**src/rtl/lif_pkg.sv**
```systemverilog
package lif_pkg;
    localparam int NEUR_DEF   = 8;
    localparam int MEM_W_DEF  = 8;
    localparam int TALLY_W_DEF = 16;
    localparam int PER_W_DEF  = 16;

    // clearing actions applied to one membrane counter in a cycle
    typedef struct packed {
        logic lsb_leak;
        logic inhibit;
    } clr_ctl_t;
endpackage

```
**src/rtl/lif_leak_timer.sv**
```systemverilog
module lif_leak_timer #(
    parameter int PER_W = lif_pkg::PER_W_DEF
) (
    input  logic             clk,
    input  logic             rst,
    input  logic             en,
    input  logic [PER_W-1:0] period,
    output logic             tick
);
    logic [PER_W-1:0] t_q;
    logic [PER_W-1:0] last;

    always_comb begin
        last = (period == '0) ? '0 : period - 1'b1;
        tick = en && (t_q >= last);
    end

    always_ff @(posedge clk) begin
        if (rst || !en || tick) t_q <= '0;
        else                    t_q <= t_q + 1'b1;
    end

    p_tick_needs_en_r5: assert property (@(posedge clk) disable iff (rst)
        tick |-> en);
    p_tick_restarts_r4: assert property (@(posedge clk) disable iff (rst)
        (tick && en && period > 1) |=> !tick);
endmodule

```
**src/rtl/lif_neuron.sv**
```systemverilog
module lif_neuron
    import lif_pkg::*;
#(
    parameter int MEM_W   = MEM_W_DEF,
    parameter int TALLY_W = TALLY_W_DEF
) (
    input  logic               clk,
    input  logic               rst,
    input  logic               evt,
    input  logic [MEM_W-1:0]   thresh,
    input  clr_ctl_t           ctl,
    input  logic [MEM_W-1:0]   mask,
    input  logic               tally_clr,
    output logic               fire_c,
    output logic               spike_o,
    output logic [TALLY_W-1:0] tally_o
);
    localparam logic [TALLY_W-1:0] TALLY_MAX = '1;

    logic [MEM_W-1:0] mem_q;
    logic [MEM_W-1:0] mem_d;
    logic [MEM_W:0]   sum;

    always_comb begin
        sum    = {1'b0, mem_q} + {{MEM_W{1'b0}}, evt};
        fire_c = sum >= {1'b0, thresh};
        mem_d  = sum[MEM_W-1:0];
        if (ctl.lsb_leak) mem_d[0] = 1'b0;
        if (ctl.inhibit)  mem_d    = mem_d & ~mask;
    end

    always_ff @(posedge clk) begin
        if (rst) begin
            mem_q   <= '0;
            spike_o <= 1'b0;
            tally_o <= '0;
        end else begin
            mem_q   <= fire_c ? '0 : mem_d;
            spike_o <= fire_c;
            if (tally_clr)                          tally_o <= '0;
            else if (fire_c && tally_o != TALLY_MAX) tally_o <= tally_o + 1'b1;
        end
    end

    p_fire_restart_r3: assert property (@(posedge clk) disable iff (rst)
        fire_c |=> (spike_o && mem_q == '0));
    p_leak_lsb_r4: assert property (@(posedge clk) disable iff (rst)
        (ctl.lsb_leak && !fire_c) |=> !mem_q[0]);
    p_inhib_bits_r6: assert property (@(posedge clk) disable iff (rst)
        (ctl.inhibit && !fire_c) |=> ((mem_q & $past(mask)) == '0));
    p_tally_sticks_r9: assert property (@(posedge clk) disable iff (rst)
        (tally_o == TALLY_MAX && !tally_clr) |=> tally_o == TALLY_MAX);
    p_tally_clear_r10: assert property (@(posedge clk) disable iff (rst)
        tally_clr |=> tally_o == '0);
    p_quiet_hold_r2: assert property (@(posedge clk) disable iff (rst)
        (!evt && !fire_c && !ctl.lsb_leak && !ctl.inhibit) |=> $stable(mem_q));
endmodule

```
**src/rtl/lif_group.sv**
```systemverilog
module lif_group
    import lif_pkg::*;
#(
    parameter int NEUR    = NEUR_DEF,
    parameter int MEM_W   = MEM_W_DEF,
    parameter int TALLY_W = TALLY_W_DEF,
    parameter int PER_W   = PER_W_DEF
) (
    input  logic                    clk,
    input  logic                    rst,
    input  logic [NEUR-1:0]         evt_i,
    input  logic [MEM_W-1:0]        thresh_i,
    input  logic                    leak_en_i,
    input  logic [PER_W-1:0]        leak_period_i,
    input  logic                    inhib_en_i,
    input  logic [MEM_W-1:0]        inhib_mask_i,
    input  logic                    cnt_clr_i,
    output logic [NEUR-1:0]         spike_o,
    output logic [NEUR*TALLY_W-1:0] spike_cnt_o
);
    logic            leak_tick;
    logic [NEUR-1:0] fire_v;
    logic            any_fire;

    lif_leak_timer #(.PER_W(PER_W)) u_leak (
        .clk    (clk),
        .rst    (rst),
        .en     (leak_en_i),
        .period (leak_period_i),
        .tick   (leak_tick)
    );

    // a firing neuron restarts from zero, so the group-wide fire flag suffices
    assign any_fire = |fire_v;

    for (genvar g = 0; g < NEUR; g++) begin : g_neur
        clr_ctl_t ctl;
        assign ctl.lsb_leak = leak_tick;
        assign ctl.inhibit  = inhib_en_i && any_fire;

        lif_neuron #(.MEM_W(MEM_W), .TALLY_W(TALLY_W)) u_neur (
            .clk       (clk),
            .rst       (rst),
            .evt       (evt_i[g]),
            .thresh    (thresh_i),
            .ctl       (ctl),
            .mask      (inhib_mask_i),
            .tally_clr (cnt_clr_i),
            .fire_c    (fire_v[g]),
            .spike_o   (spike_o[g]),
            .tally_o   (spike_cnt_o[g*TALLY_W +: TALLY_W])
        );
    end

    p_spikes_follow_fire_r8: assert property (@(posedge clk) disable iff (rst)
        1'b1 |=> spike_o == $past(fire_v));
    p_reset_quiet_r1: assert property (@(posedge clk)
        rst |=> (spike_o == '0 && spike_cnt_o == '0));
endmodule

```
**config.mk**
```make
export PLATFORM = sky130hd
export DESIGN_NAME = lif_group
export DESIGN_NICKNAME = d
export VERILOG_FILES = /design/src/rtl/lif_pkg.sv /design/src/rtl/lif_leak_timer.sv /design/src/rtl/lif_neuron.sv /design/src/rtl/lif_group.sv
export SDC_FILE = /design/constraint.sdc
export NUM_CORES = 1
export LEC_CHECK = 0
export ABC_AREA = 1
export BUFFER_PORTS_ARGS = -buffer_cell sky130_fd_sc_hd__buf_4
export CAP_MARGIN = 20
export CORE_MARGIN = 2
export CORE_UTILIZATION = 45
export CTS_CLUSTER_DIAMETER = 60
export DETAILED_ROUTE_END_ITERATION = 10
export PLACE_DENSITY = 0.76
export SLEW_MARGIN = 15
export SYNTH_ARGS = -nofsm -noshare
export SYNTH_HDL_FRONTEND = slang
export SYNTH_SLANG_ARGS = --single-unit
```
**constraint.sdc**
```tcl
create_clock -name clk -period 4.7 [get_ports clk]
set_clock_uncertainty 0.1 [all_clocks]
set_input_delay 0.235 -clock clk [delete_from_list [all_inputs] [get_ports clk]]
set_output_delay 0.235 -clock clk [all_outputs]
set_load 0.1 [all_outputs]
```
==> results.cfg <==
[finish]
fin_area_um2 = 16150
nets = 2328
drive_gt1_share_pct = 13.62
utilization_pct = 54.62
area_growth_pct = 19.75

[synth]
synth-async-reset-ratio_pct = 0
ys_types = 49
synthesis.area_um2 = 13480
syn_inst = 1994
yosysSeqAreaShare_pct = 32.07
synthesis.nets = 2146
synth_area_leader_cell = dfxtp_1
synth.avg_cell_area_um2 = 6.762
ys_ff_latch = 216
ys.flop_type = dfxtp_1
yosys_warnings = 0
synth.most_common_cell = nand2_1
yosys.area.top_type_share_pct = 32.07
synthTopCellsByArea = dfxtp_1 32%, nand2_1 12%, inv_1 10%, ha_1 9.9%, nor2_1 6.8%
synth_common_cells = 440 x nand2_1, 373 x inv_1, 243 x nor2_1
synth_edf_count = 0

[die]
die_w_um = 177.1
die_h_um = 177.1
core-area_um2 = 29560
io-pin-count = 181
dieArea_um2 = 31370
core.rowCount = 63
start_util_pct = 45.62

[critical_path]
crit_path_cell_trace = ha_1, ha_1, nand3_1, xor2_1, ha_1, nand2_1, inv_1, nand3b_1, nand3_1, nand2_1, nand2_1, nand2_1, a21boi_1, nand2_1, nor3b_1, nor2_1
worst-path-max-fanout = 13
cp.required_ns = 5.03
worstRegToRegCells = 16
critPathBufInv = 1
rrSetupSlack_ns = 1.36
worstReg2RegStart = g_neur[4].u_neur.mem_q[0]$_SDFF_PP0_
critPathKind = reg -> reg
slowest_stage = a21boi_1
start_kind = register
worst_ep_arrival_time_ns = 3.66
path_delay_family = simple AND/OR/NAND/NOR gates
slowest_delay_ns = 0.73
critPathMostFrequentCell = nand2_1
crit_path_end_kind = register
reg2reg_to = g_neur[4].u_neur.tally_o[8]$_SDFFE_PP0P_

[worst_hold_path]
holdCritPathClass = in -> reg
min_from = inhib_mask_i[4]
hold_depth = 4
holdPathEnd = g_neur[7].u_neur.mem_q[4]$_SDFF_PP0_

[cts]
clockRootBuffer = clkbuf_16
cts_buffers = 29
tritoncts = done
clock_sinks = 216
clock_path_buffers = 3
cts_resized = 0
ctsHtreeMaxLevel = 1
clkTransAtPathRegs_ns = 0.06
clock_latency_ns = 0.54

[drt]
via_count = 12854
drt_iter0_markers = 753
top_layer_used = met4
postRouteAntennaNets = 0
viasPerCell = 4.969
first_pass_iters = 5
met3_length_mm = 2.452
wire_per_inst_um = 13.40
m1WireLength_mm = 15.20
drcViolationCount = 0
routed_wl_mm = 34.68
routed-wl-met2_mm = 16.16

[place]
hpwl_mm = 25.59
portBuffers = 180
preCtsSetupSlack_ns = 1.252
place_area_um2 = 15110
place.gp.congestion = 0.9068

[global_routing]
grt_max_degree = 61
grt_usage_pct = 21.72
grt_pass1_wl_mm = 56.33
grt_overflow = 0
antenna_found_initial = 1
grt_pass1_vias = 12000

[timing]
hold_viol_final = 0
finalWorstSetupSlack_ns = 1.363
clock.fmax_ghz = 0.2997
slew_headroom_pct = 35.22
fin_crit_ns = 3.337
slew_viol_final = 0
tns_ns = 0
setup_viol_count_final = 0
period_share_pct = 71.00
tightest_slew_ns = 0.9696
hold-worst-slack_ns = 0.03198
rsz0062_at_grt = no

[power_and_ir_drop]
vdd_drop_max_uv = 268.0
cellLeakagePower_nw = 7.718
powerDensity_nw_per_um2 = 273.2

[job]
cap_violations = 0

[outcome]
status = finished clean
[cells by family (layout without fill, tap and decap cells)]
family,count (synthesis),count (layout),share of synthesized area (%)
fa+ha+maj,107,107,9.929
simple gates,961,961,31.96
buf+inv,419,621,12.42
compound gates,218,218,8.889
flops,216,216,32.07
xor+xnor,73,73,4.742
other cells,0,1,0
[stage by stage]
stage	power [mW]	cells
after CTS	4.457	2586
after global placement	2.207	2529
after global routing	4.578	2587
final	4.412	2587
after detailed placement	2.217	2529
after floorplan	2.111	1994
[worst max path at each step]
stage | start | end | slack (ns) | cells past startpoint
6_report | g_neur[4].u_neur.mem_q[0]$_SDFF_PP0_ | g_neur[4].u_neur.tally_o[8]$_SDFFE_PP0P_ | 1.36 | 16
5_1_grt | g_neur[4].u_neur.mem_q[0]$_SDFF_PP0_ | g_neur[4].u_neur.tally_o[8]$_SDFFE_PP0P_ | 1.05 | 16
4_1_cts | g_neur[4].u_neur.mem_q[0]$_SDFF_PP0_ | g_neur[4].u_neur.tally_o[8]$_SDFFE_PP0P_ | 1.37 | 16
3_5_place_dp | leak_period_i[0] | u_leak.t_q[14]$_SDFF_PP0_ | 1.25 | 21
2_1_floorplan | leak_period_i[1] | u_leak.t_q[10]$_SDFF_PP0_ | 1.87 | 21
3_3_place_gp | evt_i[4] | g_neur[4].u_neur.tally_o[8]$_SDFFE_PP0P_ | 1.41 | 17
[cells in the final DEF, fill, tap and decap left out, types with 4 or more instances in the layout]
master	n
xor2_1	54
nor2_2	11
or2_2	4
xnor2_1	19
clkbuf_16	29
dlygate4sd3_1	6
nand4_1	25
nand3b_1	6
a21o_1	4
a21oi_2	5
ha_1	107
nand3_1	106
o21bai_1	13
buf_4	182
nor4_1	18
nor3_2	9
o21ai_0	76
and3_1	14
nor3_1	55
nand2_1	440
nand2_2	8
o21ai_1	5
a21oi_1	99
nor2_1	242
clkinvlp_4	4
inv_2	8
inv_1	373
nand3_4	8
dfxtp_1	216
clkbuf_8	5
[worst min-delay path, delay by kind of cell]
| kind | cells | cell delay (ns) |
|---|---|---|
| and+or+nand+nor | 2 | 0.25 |
| buffers and inverters | 2 | 0.16 |
[registers in the layout (all words and copies together) (netlist names)]
signal and cells:
g_neur.u_neur.spike_o 8, g_neur.u_neur.tally_o 128, u_leak.t_q 16, g_neur.u_neur.mem_q 64
[layout make-up]
class                           count  area [um^2]
Timing Repair Buffer              188         1426
Tap cell                          390        488.0
Sequential cell                   216         4324
Clock buffer                       37        805.8
Antenna cell                        1        2.502
Fill cell                        2825        13410
Inverter                          382         1436
Multi-Input combinational cell   1359         7493
Clock inverter                     14        170.2
[power breakdown]
part	leakage [nW]	switching (mW)	total, mW	internal [mW]
Clock	0.469	0.855	2.23	1.38
Sequential	1.74	0.0102	1.86	1.85
Combinational	5.51	0.203	0.321	0.118
[layer usage]
layer	vias to the layer above	global-route usage, %
met4	0	6.129
met3	62	4.897
li1	6653	-
met1	5834	27.07
met2	305	37.42
met5	-	0
[what timing repair did]
action | in CTS | in global routing
hold buffers | 6 | 0
hold endpoints to repair | 37 | 0
buffers inserted | 0 | 0
No activity file was read; power rests on OpenSTA's default activity.
